$ cat src/rtl/fdt_pkg.sv
package fdt_pkg;

  localparam int unsigned FDT_TICKS_DEF   = 1172;
  localparam int unsigned READY_TICKS_DEF = 647;
  localparam int unsigned SLOT_TICKS_DEF  = 16;
  localparam int unsigned DEPTH_DEF       = 32;
  localparam int unsigned CNT_W_DEF       = 11;

  // timer status handed to the delay line and to the top outputs
  typedef struct packed {
    logic clr;
    logic slot_end;
    logic ready;
    logic elapsed;
  } tmr_stat_t;

endpackage

$ cat src/rtl/fdt_rst_sync.sv
module fdt_rst_sync (
  input  logic clk_i,
  input  logic rst_ni,
  output logic rst_no
);

  logic [1:0] sync_q;

  always_ff @(negedge clk_i or negedge rst_ni) begin
    if (!rst_ni) begin
      sync_q <= 2'b00;
    end else begin
      sync_q <= {sync_q[0], 1'b1};
    end
  end

  assign rst_no = sync_q[1];

endmodule

$ cat src/rtl/fdt_tick_timer.sv
module fdt_tick_timer
  import fdt_pkg::*;
#(
  parameter int unsigned CNT_W       = CNT_W_DEF,
  parameter int unsigned FDT_TICKS   = FDT_TICKS_DEF,
  parameter int unsigned READY_TICKS = READY_TICKS_DEF,
  parameter int unsigned SLOT_TICKS  = SLOT_TICKS_DEF
) (
  input  logic      clk_i,
  input  logic      rst_ni,
  input  logic      carrier_i,
  input  logic      listen_i,
  output tmr_stat_t stat_o
);

  localparam int unsigned PH_W = (SLOT_TICKS > 1) ? $clog2(SLOT_TICKS) : 1;
  localparam logic [CNT_W-1:0] CNT_MAX = {CNT_W{1'b1}};
  localparam logic [CNT_W-1:0] FDT_CNT = CNT_W'(FDT_TICKS);
  localparam logic [CNT_W-1:0] RDY_CNT = CNT_W'(READY_TICKS);
  localparam logic [PH_W-1:0]  PH_LAST = PH_W'(SLOT_TICKS - 1);

  logic [CNT_W-1:0] cnt_q, cnt_d;
  logic [PH_W-1:0]  ph_q, ph_d;
  logic             pause;
  logic             slot_end;
  logic             cnt_en;

  // next state
  always_comb begin
    pause    = listen_i & ~carrier_i;
    slot_end = (ph_q == PH_LAST);
    cnt_en   = (cnt_q != CNT_MAX);
    cnt_d    = cnt_q;
    ph_d     = ph_q;
    if (pause) begin
      cnt_d = '0;
      ph_d  = '0;
    end else begin
      if (cnt_en) begin
        cnt_d = cnt_q + 1'b1;
      end
      if (slot_end) begin
        ph_d = '0;
      end else begin
        ph_d = ph_q + 1'b1;
      end
    end
  end

  // registers
  always_ff @(negedge clk_i or negedge rst_ni) begin
    if (!rst_ni) begin
      cnt_q <= '0;
      ph_q  <= '0;
    end else begin
      cnt_q <= cnt_d;
      ph_q  <= ph_d;
    end
  end

  assign stat_o.clr      = pause;
  assign stat_o.slot_end = slot_end & ~pause;
  assign stat_o.ready    = (cnt_q >= RDY_CNT);
  assign stat_o.elapsed  = (cnt_q >= FDT_CNT);


  pause_clr_chk: assert property (@(negedge clk_i) disable iff (!rst_ni)
    pause |=> (!stat_o.ready && !stat_o.elapsed));


  ready_first_chk: assert property (@(negedge clk_i) disable iff (!rst_ni)
    stat_o.elapsed |-> stat_o.ready);


  elapsed_hold_chk: assert property (@(negedge clk_i) disable iff (!rst_ni)
    (stat_o.elapsed && !pause) |=> stat_o.elapsed);


  ready_hold_chk: assert property (@(negedge clk_i) disable iff (!rst_ni)
    (stat_o.ready && !pause) |=> stat_o.ready);

endmodule

$ cat src/rtl/fdt_delay_line.sv
module fdt_delay_line
  import fdt_pkg::*;
#(
  parameter int unsigned DEPTH = DEPTH_DEF
) (
  input  logic clk_i,
  input  logic rst_ni,
  input  logic clr_i,
  input  logic slot_end_i,
  input  logic elapsed_i,
  input  logic bit_i,
  output logic mod_o,
  output logic ovf_o
);

  localparam int unsigned PTR_W    = $clog2(DEPTH);
  localparam logic [PTR_W-1:0] PTR_LAST = PTR_W'(DEPTH - 1);

  // DEPTH-1 stored bits plus the live input form the DEPTH-location line
  logic [DEPTH-2:0] store_q, store_d;
  logic [DEPTH-1:0] line;
  logic [PTR_W-1:0] ptr_q, ptr_d;
  logic             started_q, started_d;
  logic             mod_q, mod_d;
  logic             ovf_q, ovf_d;
  logic             take;

  // next state
  always_comb begin
    line      = {store_q, bit_i};
    store_d   = store_q;
    ptr_d     = ptr_q;
    started_d = started_q;
    mod_d     = mod_q;
    ovf_d     = ovf_q;
    take      = 1'b0;
    if (clr_i) begin
      ptr_d     = '0;
      started_d = 1'b0;
      mod_d     = 1'b0;
    end else if (slot_end_i) begin
      store_d = line[DEPTH-2:0];
      if (elapsed_i) begin
        mod_d = line[ptr_q];
      end else begin
        take = started_q | bit_i;
        if (take) begin
          started_d = 1'b1;
          if (ptr_q == PTR_LAST) begin
            ovf_d = 1'b1;
          end else begin
            ptr_d = ptr_q + 1'b1;
          end
        end
      end
    end
  end

  // registers
  always_ff @(negedge clk_i or negedge rst_ni) begin
    if (!rst_ni) begin
      store_q   <= '0;
      ptr_q     <= '0;
      started_q <= 1'b0;
      mod_q     <= 1'b0;
      ovf_q     <= 1'b0;
    end else begin
      store_q   <= store_d;
      ptr_q     <= ptr_d;
      started_q <= started_d;
      mod_q     <= mod_d;
      ovf_q     <= ovf_d;
    end
  end

  assign mod_o = mod_q;
  assign ovf_o = ovf_q;


  ovf_sticky_chk: assert property (@(negedge clk_i) disable iff (!rst_ni)
    ovf_q |=> ovf_q);


  ptr_hold_chk: assert property (@(negedge clk_i) disable iff (!rst_ni)
    (elapsed_i && !clr_i) |=> $stable(ptr_q));


  mod_quiet_chk: assert property (@(negedge clk_i) disable iff (!rst_ni)
    !elapsed_i |-> !mod_q);


  mod_slot_chk: assert property (@(negedge clk_i) disable iff (!rst_ni)
    (!slot_end_i && !clr_i) |=> $stable(mod_q));

endmodule

$ cat src/rtl/frame_delay_gate.sv
module frame_delay_gate
  import fdt_pkg::*;
#(
  parameter int unsigned CNT_W       = CNT_W_DEF,
  parameter int unsigned FDT_TICKS   = FDT_TICKS_DEF,
  parameter int unsigned READY_TICKS = READY_TICKS_DEF,
  parameter int unsigned SLOT_TICKS  = SLOT_TICKS_DEF,
  parameter int unsigned DEPTH       = DEPTH_DEF
) (
  input  logic clk_i,
  input  logic rst_ni,
  input  logic carrier_i,
  input  logic listen_i,
  input  logic resp_bit_i,
  output logic ready_o,
  output logic elapsed_o,
  output logic mod_o,
  output logic overflow_o
);

  logic      rst_sync_n;
  tmr_stat_t stat;

  fdt_rst_sync u_rst (
    .clk_i  (clk_i),
    .rst_ni (rst_ni),
    .rst_no (rst_sync_n)
  );

  fdt_tick_timer #(
    .CNT_W       (CNT_W),
    .FDT_TICKS   (FDT_TICKS),
    .READY_TICKS (READY_TICKS),
    .SLOT_TICKS  (SLOT_TICKS)
  ) u_timer (
    .clk_i     (clk_i),
    .rst_ni    (rst_sync_n),
    .carrier_i (carrier_i),
    .listen_i  (listen_i),
    .stat_o    (stat)
  );

  fdt_delay_line #(
    .DEPTH (DEPTH)
  ) u_line (
    .clk_i      (clk_i),
    .rst_ni     (rst_sync_n),
    .clr_i      (stat.clr),
    .slot_end_i (stat.slot_end),
    .elapsed_i  (stat.elapsed),
    .bit_i      (resp_bit_i),
    .mod_o      (mod_o),
    .ovf_o      (overflow_o)
  );

  assign ready_o   = stat.ready;
  assign elapsed_o = stat.elapsed;

endmodule

$ cat config.mk
export PLATFORM = sky130hd
export DESIGN_NAME = frame_delay_gate
export DESIGN_NICKNAME = d
export VERILOG_FILES = /design/src/rtl/fdt_pkg.sv /design/src/rtl/fdt_rst_sync.sv /design/src/rtl/fdt_tick_timer.sv /design/src/rtl/fdt_delay_line.sv /design/src/rtl/frame_delay_gate.sv
export SDC_FILE = /design/constraint.sdc
export NUM_CORES = 1
export LEC_CHECK = 0
export BUFFER_PORTS_ARGS = -buffer_cell sky130_fd_sc_hd__buf_4
export CAP_MARGIN = 20
export CORE_ASPECT_RATIO = 2
export CORE_MARGIN = 2
export CORE_UTILIZATION = 60
export CTS_CLUSTER_SIZE = 28
export DETAILED_ROUTE_END_ITERATION = 7
export GPL_ROUTABILITY_DRIVEN = 0
export GPL_TIMING_DRIVEN = 1
export PLACE_DENSITY = 0.77
export SLEW_MARGIN = 10
export SYNTH_ARGS = -nofsm -noshare
export SYNTH_HDL_FRONTEND = slang
export SYNTH_SLANG_ARGS = --single-unit
$ cat constraint.sdc
create_clock -name clk_i -period 1.84 [get_ports clk_i]
set_input_delay 0.368 -clock clk_i [delete_from_list [all_inputs] [get_ports clk_i]]
set_output_delay 0.368 -clock clk_i [all_outputs]
set_load 0.01 [all_outputs]
# --- Word-level counts from Yosys, hierarchy flattened ---
# Index checks and enable logic that the tools add are counted.
totals:
  reg_bits: 56
  inputBits: 5
  output_inout_bits: 4
  word_cells: 52
classes:
  n_addsub: 3
  magnitude_cmp: 3
  n_eq_ne: 5
  n_mux: 18
  bitwise: 6
  n_reduce_logical: 9
ops:
  columns: ["cell", "n"]
  rows:
  - ["5-bit two-way mux", 5]
  - ["11-bit two-way mux", 2]
  - ["11-bit by 1-bit adder with 11-bit output, second input constant", 1]
  - ["11-bit by 10-bit >= comparator with 1-bit output, second input constant", 1]
  - ["11-bit >= comparator, second input constant", 1]
  - ["11-bit != test, second input constant", 1]
  - ["1-bit two-way mux", 8]
  - ["4-bit two-way mux", 2]
  - ["2-bit nonzero test", 4]
  - ["5-bit by 6-bit < comparator with 1-bit output, second input constant", 1]
  - ["5-bit by 1-bit adder with 5-bit output, second input constant", 1]
  - ["1-bit binary-select mux with 5-bit select", 1]
  - ["5-bit equality test, second input constant", 1]
  - ["5-bit AND reduction", 1]
  - ["4-bit by 1-bit adder with 4-bit output, second input constant", 1]
  - ["4-bit equality test, second input constant", 1]
  - ["2-bit AND reduction", 2]
  - ["4-bit AND reduction", 1]
  - ["1-bit NOT", 3]
  - ["3-bit AND reduction", 1]
  - ["1-bit AND", 2]
  - ["2-bit by 1-bit != test with 1-bit output, second input constant", 1]
  - ["2-bit != test, second input constant", 1]
  - ["1-bit bitwise OR", 1]

# --- Depth between registers and ports, before layout ---
# Gate-level depths: netlist (run 1).
logic_depth:
  ltp_word: 6
  ltp_mapped: 6
  ltp_nobuf: 6

# --- Modules after synthesis ---
# From an unflattened synthesis (run 1), not the netlist that was laid out.
unflattened:
  cells_unflattened: 228
  hier_area_um2: 2757.6
modules_own_cells:
  columns: ["mod", "instances", "cells_per_inst", "area_each_um2", "seq_area_each_um2"]
  rows:
  - ["fdt_delay_line", 1, 135, 1860.5, 975.9]
  - ["fdt_tick_timer", 1, 90, 843.3, 375.4]
  - ["fdt_rst_sync", 1, 3, 53.8, 50.0]

==> results of run 1 <==
[where the power goes]
group | switching (mW) | internal, mW
clock network | 0.410 | 0.481
registers | 0.0879 | 1.33
logic | 0.216 | 0.220
[per-layer routing]
layer,GRT usage [%],up-vias
met5,0,-
met4,12.1,0
met3,3.82,17
met2,57.3,62
met1,35.8,1026
li1,-,875
[sequential cells by signal, summed over array words and instances, names as in the netlist]
signal	count
u_line.mod_o	1
u_line.ovf_o	1
u_line.ptr_q	5
u_timer.ph_q	4
u_line.store_q	31
u_timer.cnt_q	11
u_rst.sync_q	2
u_line.started_q	1
[cells in the final DEF, fill, tap and decap left out, types with 3 or more instances in the layout]
cell | synthesis | final
dfrtn_1 | 56 | 56
buf_4 | 1 | 35
mux2_4 | 0 | 31
nor2_1 | 22 | 20
buf_6 | 1 | 16
nand3_1 | 9 | 9
mux2i_1 | 10 | 9
clkbuf_8 | 0 | 7
nand2_1 | 6 | 6
xnor2_1 | 6 | 5
xor2_1 | 5 | 5
a31oi_1 | 4 | 4
and3_1 | 5 | 3
inv_1 | 3 | 3
o21ai_0 | 3 | 3
mux4_1 | 3 | 3
a311oi_2 | 0 | 3
ha_1 | 5 | 3
buf_16 | 0 | 3
buf_8 | 0 | 3
buf_12 | 0 | 3
[metrics by stage]
stage | util [%] | worst slack, ns | cells
global placement | 71.1 | -0.593 | 294
global route | 86.5 | -1.03 | 323
CTS | 83.9 | -0.956 | 320
floorplan | - | -0.493 | 210
finish | 86.5 | -0.989 | 323
detailed placement | 71.1 | -0.642 | 294
[synthesized netlist by cell type, types with 2 or more instances]
cell / n
dfrtn_1: 56
nor2_1: 22
a21o_1: 2
mux2i_1: 10
mux2_2: 31
inv_1: 3
nand2b_1: 2
o21ai_0: 3
nor4_2: 2
a31oi_1: 4
nand2_1: 6
nand3_1: 9
ha_1: 5
mux4_2: 2
buf_2: 6
nor2b_1: 2
mux4_1: 3
nand4_1: 2
xnor2_1: 6
xor2_1: 5
a311oi_1: 4
and3_1: 5
nand3b_1: 2
[critical path, cell delays in order, from the launching register on]
cell,delay (ns)
dfrtn_1,0.39
nor4_2,0.26
nand3_1,0.12
a21o_1,0.17
a21o_1,0.17
buf_6,0.12
[cell type report]
| class | instances | area, sq um | area share (%) |
|---|---|---|---|
| Multi-Input combinational cell | 142 | 1480 | 39.8 |
| Sequential cell | 56 | 1400 | 37.7 |
| Timing Repair Buffer | 60 | 631 | 17.0 |
| Clock buffer | 7 | 96.3 | 2.59 |
| Tap cell | 54 | 67.6 | 1.82 |
| Clock inverter | 1 | 30.0 | 0.808 |
| Inverter | 3 | 11.3 | 0.303 |
[logic make-up (layout without fill, tap and decap cells)]
group	Yosys count	after routing	synth area share [%]
compound gates	22	22	5.96
xor+xnor	11	11	3.61
fa+ha+maj	5	5	2.35
buf+inv	12	71	2.39
flops	56	56	52.5
mux	46	46	21.5
other cells	1	1	0.141
simple gates	57	57	11.5
[worst paths after layout]
check | slack [ns] | end | from | depth (start not counted)
setup / recovery | -0.99 | ready_o | u_timer.cnt_q[5]$_DFFE_NN0P_ | 5
hold / removal | 0.31 | u_line.store_q[10]$_DFFE_NN0P_ | u_rst.sync_q[1]$_DFF_NN0_ | 1
setup reg to reg | -0.10 | u_line.ptr_q[4]$_DFFE_NN0P_ | u_timer.ph_q[0]$_DFF_NN0_ | 7
hold reg to reg | 0.31 | u_line.store_q[10]$_DFFE_NN0P_ | u_rst.sync_q[1]$_DFF_NN0_ | 1
max in group asynchronous | 1.03 | u_line.ovf_o$_DFFE_NN0P_ | u_rst.sync_q[1]$_DFF_NN0_ | 1
min in group clk_i | 0.31 | u_rst.sync_q[1]$_DFF_NN0_ | u_rst.sync_q[0]$_DFF_NN0_ | 0
[what timing repair did]
item,4_1_cts,5_1_grt
endpoints found under the setup margin,48,47
hold buffers,0,0
setup buffers,16,5
resized for setup,56,21
cloned,4,0
pin swaps,9,14
==> impl_metrics.yaml, run 1 <==
outcome:
  status: "finished with violations"
  violations: "setup timing"
floorplanning:
  dieHeight_microns: 98.3
  ios: 9
  core.rowCount: 34
  die-area_sq_mm: 0.00503
  start_util_pct: 62.1
  core_region_area_sq_mm: 0.00430
  die_x_microns: 51.2
route:
  met2_length_microns: 4290
  first_pass_iters: 4
  drtIter0Drc: 49
  num_vias: 1980
  wl_microns: 7410
  highest_layer: "met4"
  via_per_inst: 6.13
  ant_nets: 0
  drc_errors: 0
  wl_met1_microns: 2700
  wl_per_cell_microns: 22.9
  dr_wl_met3_microns: 193
timing:
  slew_headroom_pct: 54.9
  rsz0062_at_grt: "yes"
  max_slew.worst_pin.slew_ns: 0.676
  setup_viol: 43
  hold_slack_ns: 0.311
  drv_slew: 0
  fin_ws_ns: -0.989
  clock_skew_ns: 0.00680
  final.setup.tns_ns: -9.93
  hold_viol_final: 0
clock_network:
  cts-root-buf: "clkbuf_8"
  htreeDepth: 2
  clockBufferDepth: 2
  worstSkewPairLatency_ns: 0.31
  clkSinkCount: 56
  cts_buffers: 5
  cts_tree: "done"
  cts.clk_slew.worst_paths_ns: 0.07
synth:
  synthTopCellsByArea: "dfrtn_1, mux2_2, mux2i_1, nor2_1, mux4_1"
  synth_warnings: 0
  synth_cells: 210
  synth_cell_types: 41
  synthArstFlopShare_pct: 100
  avgSynthCellArea_sq_um: 12.7
  synth_edf_count: 0
  synth_fp_nets: 220
  synth_top_cell_area_share_pct: 52.5
  yosys.area.top_type: "dfrtn_1"
  synth_seq_area_share_pct: 52.5
  synth_seq_cells: 56
  syn-cell-area_sq_mm: 0.00267
  synth_ff_type: "dfrtn_1"
grt:
  grt_usage_pct: 31.4
  grt_max_degree: 55
  antenna_found_initial: 0
  grt_pass1_wl_microns: 11500
  grt_pass1_vias: 2203
  grt-ovfl-total: 0
setup_path:
  endpoint_kind: "output pin"
  critPathMaxFanout: 2
  cp.required_ns: 1.47
  worstSetupPathType: "reg2out"
  arrival_ns: 2.46
  cp-start-kind: "flop"
finish:
  nFillCells: 176
  stdcell_area_sq_mm: 0.00372
  antennaDiodeCount: 0
  area_growth_pct: 39.3
  fin_nets: 278
  drive_gt1_share_pct: 46.1
min_path:
  hp-class: "reg2async"
power:
  peakVddDrop_mv: 0.917
  power_density_mw_per_mm2: 739
  total_power_mw: 2.75
  power_leakage_nw: 1.71
placement:
  io_buffers: 8
  dpl.hpwl_microns: 3880
  place_area_sq_mm: 0.00305
flow_run:
  max_cap_violations: 0
Note: power is estimated with default switching activity, not from simulation.
==> inputs of run 2 (changes only) <==
CORE_UTILIZATION = 36   (was 60)
PLACE_DENSITY = unset   (was 0.77)
==> run 2 against run 1 <==
Effect of this change: the flow still finishes with violations (setup timing); first-iteration DRC count shrank 45%; register-to-register slack lost 0.02 ns; combinational power shrank 11%; critical path depth is the same; sequential cell count is the same; clock skew shrank 0.0024 ns; cell count grew 8.7%; wire length shrank 25%; clock power shrank 0.7%; setup slack gained 0.087 ns; clock-buffer cell count shrank 1; total power shrank 2.4%.
==> impl_metrics.yaml, run 2 (synthesis gave the netlist of run 1 again) <==
route:
  dr_wl_met3_microns: 74
  wl_microns: 5550
  first_pass_iters: 4
  highest_layer: "met4"
  drtIter0Drc: 27
  num_vias: 1793
  met2_length_microns: 3140
  wl_met1_microns: 2230
  drc_errors: 0
  wl_per_cell_microns: 15.8
  via_per_inst: 5.11
  ant_nets: 0
finish:
  fin_nets: 269
  largest_reg_flops: 31
  final_common_cell: "dfrtn_1"
  mostFrequentLayoutCells: "dfrtn_1, buf_4, mux2_4"
  drive_gt1_share_pct: 41.7
  antennaDiodeCount: 0
  stdcell_area_sq_mm: 0.00362
  reg.largest.list: "u_line.store_q x31, u_timer.cnt_q x11, u_line.ptr_q x5"
  area_growth_pct: 35.6
  regMostFlops: "u_line.store_q"
setup_path:
  reg2reg_from: "u_line.ptr_q[0]$_DFFE_NN0P_"
  ff2ff_path_depth: 5
  rrSetupSlack_ns: -0.12
  cp-start-kind: "flop"
  critPathMaxFanout: 2
  arrival_ns: 2.37
  slowest_delay_ns: 0.36
  crit_chain: "nor4_2 > nand3_1 > a21o_1 > a21o_1 > buf_6"
  worstSetupPathType: "reg2out"
  r2r-end: "u_line.mod_o$_DFFE_NN0P_"
  crit_top_cell: "a21o_1"
  path_delay_family: "flip-flops"
  cp.required_ns: 1.47
  crit_buf_inv: 1
  endpoint_kind: "output pin"
  slowest_stage: "dfrtn_1"
floorplanning:
  ios: 9
  die_x_microns: 64.9
  core_region_area_sq_mm: 0.00721
  dieHeight_microns: 126
  start_util_pct: 37.0
  die-area_sq_mm: 0.00816
  core.rowCount: 44
power:
  switching_share_pct: 23.8
  peakVddDrop_mv: 0.648
  power_leakage_nw: 1.66
  p_seq_share_pct: 52.4
  comb_power_share_pct: 14.5
  total_power_mw: 2.68
  clkPwrFrac_pct: 33.0
  p_int_mw: 2.04
  power_density_mw_per_mm2: 740
  p_switching_mw: 0.639
grt:
  grt_pass1_vias: 2013
  grt-ovfl-total: 0
  grt_pass1_wl_microns: 9810
  grt_max_degree: 55
  antenna_found_initial: 0
  grt_usage_pct: 15.5
clock_network:
  cts.clk_slew.worst_paths_ns: 0.05
  cts_tree: "done"
  cts-root-buf: "clkbuf_16"
  cts_buffers: 5
  clockBufferDepth: 2
  clkSinkCount: 56
  hold_buffers: 0
  htreeDepth: 2
  worstSkewPairLatency_ns: 0.31
timing:
  hold_viol_final: 0
  clock_skew_ns: 0.00436
  fin_ws_ns: -0.902
  rsz0062_at_grt: "yes"
  setup_viol: 39
  drv_slew: 0
flow_run:
  max_cap_violations: 0
placement:
  place_area_sq_mm: 0.00312
  io_buffers: 8
  dpl.hpwl_microns: 3630
min_path:
  hp-class: "reg2async"
outcome:
  violations: "setup timing"
  status: "finished with violations"
==> run 2: changes by cell type in the layout (fill, tap and decap cells not counted), sizes merged <==
cell	delta
bufinv	-1
clkinv	+1
buf	-9
clkbuf	-1
==> run 2: how the worst max path moves through the flow <==
stage | end | start | depth (start not counted) | slack (ns)
CTS | ready_o | u_timer.cnt_q[5]$_DFFE_NN0P_ | 5 | -0.93
global route | ready_o | u_timer.cnt_q[5]$_DFFE_NN0P_ | 5 | -0.98
floorplan | ready_o | u_timer.cnt_q[0]$_DFFE_NN0P_ | 5 | -0.49
global placement | ready_o | u_timer.cnt_q[5]$_DFFE_NN0P_ | 5 | -0.59
finish | ready_o | u_timer.cnt_q[5]$_DFFE_NN0P_ | 5 | -0.90
detailed placement | ready_o | u_timer.cnt_q[4]$_DFFE_NN0P_ | 5 | -0.60
==> run 2: per-layer routing <==
layer  up-vias  global-route usage [%]
li1        852                       -
met1       920                    18.5
met2        14                    27.7
met3         7                    1.88
met4         0                    6.01
met5         -                       0
==> run 2: area by class of cell <==
| cell class | instances | area [sq um] |
|---|---|---|
| clock buffers | 6 | 129 |
| inverters | 3 | 11.3 |
| fillers | 604 | 3590 |
| multi-input cells | 142 | 1440 |
| flip-flops and latches | 56 | 1400 |
| clock inverters | 1 | 5.00 |
| well taps | 92 | 115 |
| repair buffers | 51 | 517 |
==> run 2: worst reg2reg max path: cells and delay by family, from the launching register on <==
kind | cells | cell delay, ns
AOI/OAI and AO/OA | 2 | 0.33
buffers and inverters | 1 | 0.16
DFF | 1 | 0.55
muxes | 2 | 0.77
==> run 2: power groups by stage <==
stage	combinational [mW]	clock (mW)	sequential, mW
2_1_floorplan	0.180	0	1.44
3_3_place_gp	0.345	0	1.42
4_1_cts	0.386	0.918	1.40
6_report	0.389	0.885	1.40
3_5_place_dp	0.350	0	1.42
5_1_grt	0.441	0.956	1.42
==> run 2: timing repair <==
item                       CTS  global route
setup endpoints to repair   44            43
pin swaps                    9            11
buffers inserted             7             4
hold endpoints to repair     0             0
cloned                       3             0
resized for setup           51            12
==> run 2: through the flow <==
step	hold slack (ns)	std cells	setup TNS, ns	setup WS, ns	utilization (%)
after global placement	0.232	334	-24.35	-0.587	43.2
after global routing	0.251	351	-11.10	-0.976	50.2
after CTS	0.236	351	-10.10	-0.927	49.7
final	0.206	351	-9.43	-0.902	50.2
after floorplan	0.292	210	-17.19	-0.493	-
after detailed placement	0.237	334	-24.80	-0.603	43.2
==> inputs of run 3 (changes only) <==
==> constraint.sdc (replaced) <==
create_clock -name clk_i -period 1.84 [get_ports clk_i]
set_input_delay 0.184 -clock clk_i [delete_from_list [all_inputs] [get_ports clk_i]]
set_output_delay 0.184 -clock clk_i [all_outputs]
set_load 0.01 [all_outputs]
==> run 3 against run 2 <==
Effect of this change: the flow still finishes with violations (setup timing); critical path depth stayed put; cell count rose by 1.4%; cell area is 3.1% higher; sequential share of layout area fell by 1.2 points; via count rose by 3.3%; first-iteration DRC count increased by 44%; sequential power about the same; clock skew rose by 0.0021 ns; critical path type unchanged; critical endpoint unchanged.
==> impl_metrics.yaml, run 3 (synthesis gave the netlist of run 1 again) <==
outcome:
  status: "finished with violations"
  violations: "setup timing"
grt:
  antenna_found_initial: 0
  grt_max_degree: 55
  grt-ovfl-total: 0
  grt_usage_pct: 16.4
  grt_pass1_vias: 2069
  grt_pass1_wl_microns: 10200
timing:
  fin_ws_ns: -0.712
  hold_slack_ns: 0.208
  hold_viol_final: 0
  drv_slew: 0
  rsz0062_at_grt: "yes"
  clock_skew_ns: 0.00645
  setup_viol: 26
floorplanning:
  start_util_pct: 37.0
  core_region_area_sq_mm: 0.00721
  die_x_microns: 64.9
  die-area_sq_mm: 0.00816
  dieHeight_microns: 126
  ios: 9
  core.rowCount: 44
finish:
  regArea_sq_mm: 0.00140
  largest_reg_flops: 31
  mostFrequentLayoutCells: "dfrtn_1, buf_4, mux2_4"
  antennaDiodeCount: 0
  drive_gt1_share_pct: 45.8
  area_growth_pct: 39.9
  reg.largest.list: "u_line.store_q x31, u_timer.cnt_q x11, u_line.ptr_q x5"
  nFillCells: 606
  fin_nets: 273
  final_common_cell: "dfrtn_1"
  layout.cells.non_filler: 356
  regMostFlops: "u_line.store_q"
  multi_input_area_sq_mm: 0.00144
setup_path:
  reg2reg_from: "u_line.ptr_q[0]$_DFFE_NN0P_"
  arrival_ns: 2.37
  rrSetupSlack_ns: 0
  endpoint_kind: "output pin"
  cp-start-kind: "flop"
  critPathMaxFanout: 2
  worstSetupPathType: "reg2out"
  r2r-end: "u_line.mod_o$_DFFE_NN0P_"
  cp.required_ns: 1.66
  ff2ff_path_depth: 4
clock_network:
  worstSkewPairLatency_ns: 0.31
  clkSinkCount: 56
  cts-root-buf: "clkbuf_16"
  htreeDepth: 2
  hold_buffers: 0
  clockBufferDepth: 2
  cts.clk_slew.worst_paths_ns: 0.05
  cts_tree: "done"
  cts_buffers: 5
route:
  num_vias: 1852
  first_pass_iters: 4
  drc_errors: 0
  wl_per_cell_microns: 17.0
  ant_nets: 0
  wl_microns: 6060
  via_per_inst: 5.20
  drtIter0Drc: 39
placement:
  dpl.hpwl_microns: 3910
  dp_cells: 331
  io_buffers: 8
power:
  power_density_mw_per_mm2: 781
  total_power_mw: 2.92
  peakVddDrop_mv: 0.849
  power_leakage_nw: 1.67
min_path:
  hp-class: "reg2async"
flow_run:
  max_cap_violations: 0
run 3: cell types whose count changed in the layout (fill, tap and decap cells not counted), sizes merged:
cell	previous run	this run
bufinv	0	1
buf	51	55
run 3: final cells by class:
cell class | count | area share, %
Clock inverter | 2 | 1.04
Tap cell | 92 | 3.08
Multi-Input combinational cell | 142 | 38.7
Timing Repair Buffer | 55 | 15.7
Sequential cell | 56 | 37.5
Clock buffer | 6 | 3.72
Inverter | 3 | 0.302
run 3: timing repair:
item                                    CTS  global route
pin swaps                                 5            13
setup buffers                            11             5
resized for setup                        52            16
endpoints found under the setup margin   41            46
hold endpoints to repair                  0             0
cloned                                    4             0
run 3: worst max-delay path by stage:
stage	startpoint	to	slack (ns)	depth (start not counted)
2_1_floorplan	u_timer.cnt_q[0]$_DFFE_NN0P_	ready_o	-0.31	5
3_3_place_gp	listen_i	u_line.store_q[8]$_DFFE_NN0P_	-0.40	5
3_5_place_dp	listen_i	u_line.store_q[8]$_DFFE_NN0P_	-0.42	5
4_1_cts	u_timer.cnt_q[5]$_DFFE_NN0P_	ready_o	-0.72	5
5_1_grt	u_timer.cnt_q[5]$_DFFE_NN0P_	ready_o	-0.83	5
6_report	u_timer.cnt_q[5]$_DFFE_NN0P_	ready_o	-0.71	5
run 3: through the flow:
stage / setup slack [ns] / area [sq um] / setup TNS [ns] / util, %
final: -0.712 / 3730 / -2.66 / 51.8
after global routing: -0.833 / 3730 / -4.18 / 51.8
after CTS: -0.717 / 3640 / -3.38 / 50.5
after detailed placement: -0.423 / 3090 / -15.76 / 42.8
after global placement: -0.402 / 3090 / -15.18 / 42.8
after floorplan: -0.309 / 2720 / -9.84 / -
run 3: critical path, stage by stage, from the launching register on:
cell and delay (ns):
dfrtn_1 0.35, nor4_2 0.26, nand3_1 0.10, a21o_1 0.16, a21o_1 0.15, buf_6 0.11
run 3: per-layer routing:
layer / wire length [microns] / share of wire, % / vias to the layer above / GRT usage [%]
li1: - / - / 872 / -
met1: 2340 / 39 / 936 / 18.1
met2: 3270 / 54 / 26 / 28.8
met3: 123 / 2.0 / 18 / 2.32
met4: 320 / 5.3 / 0 / 10.0
met5: 0 / 0 / - / 0
run 3: where the power goes:
part           switching (mW)  internal, mW
Sequential             0.0833          1.33
Combinational           0.178         0.208
Clock                   0.433         0.682
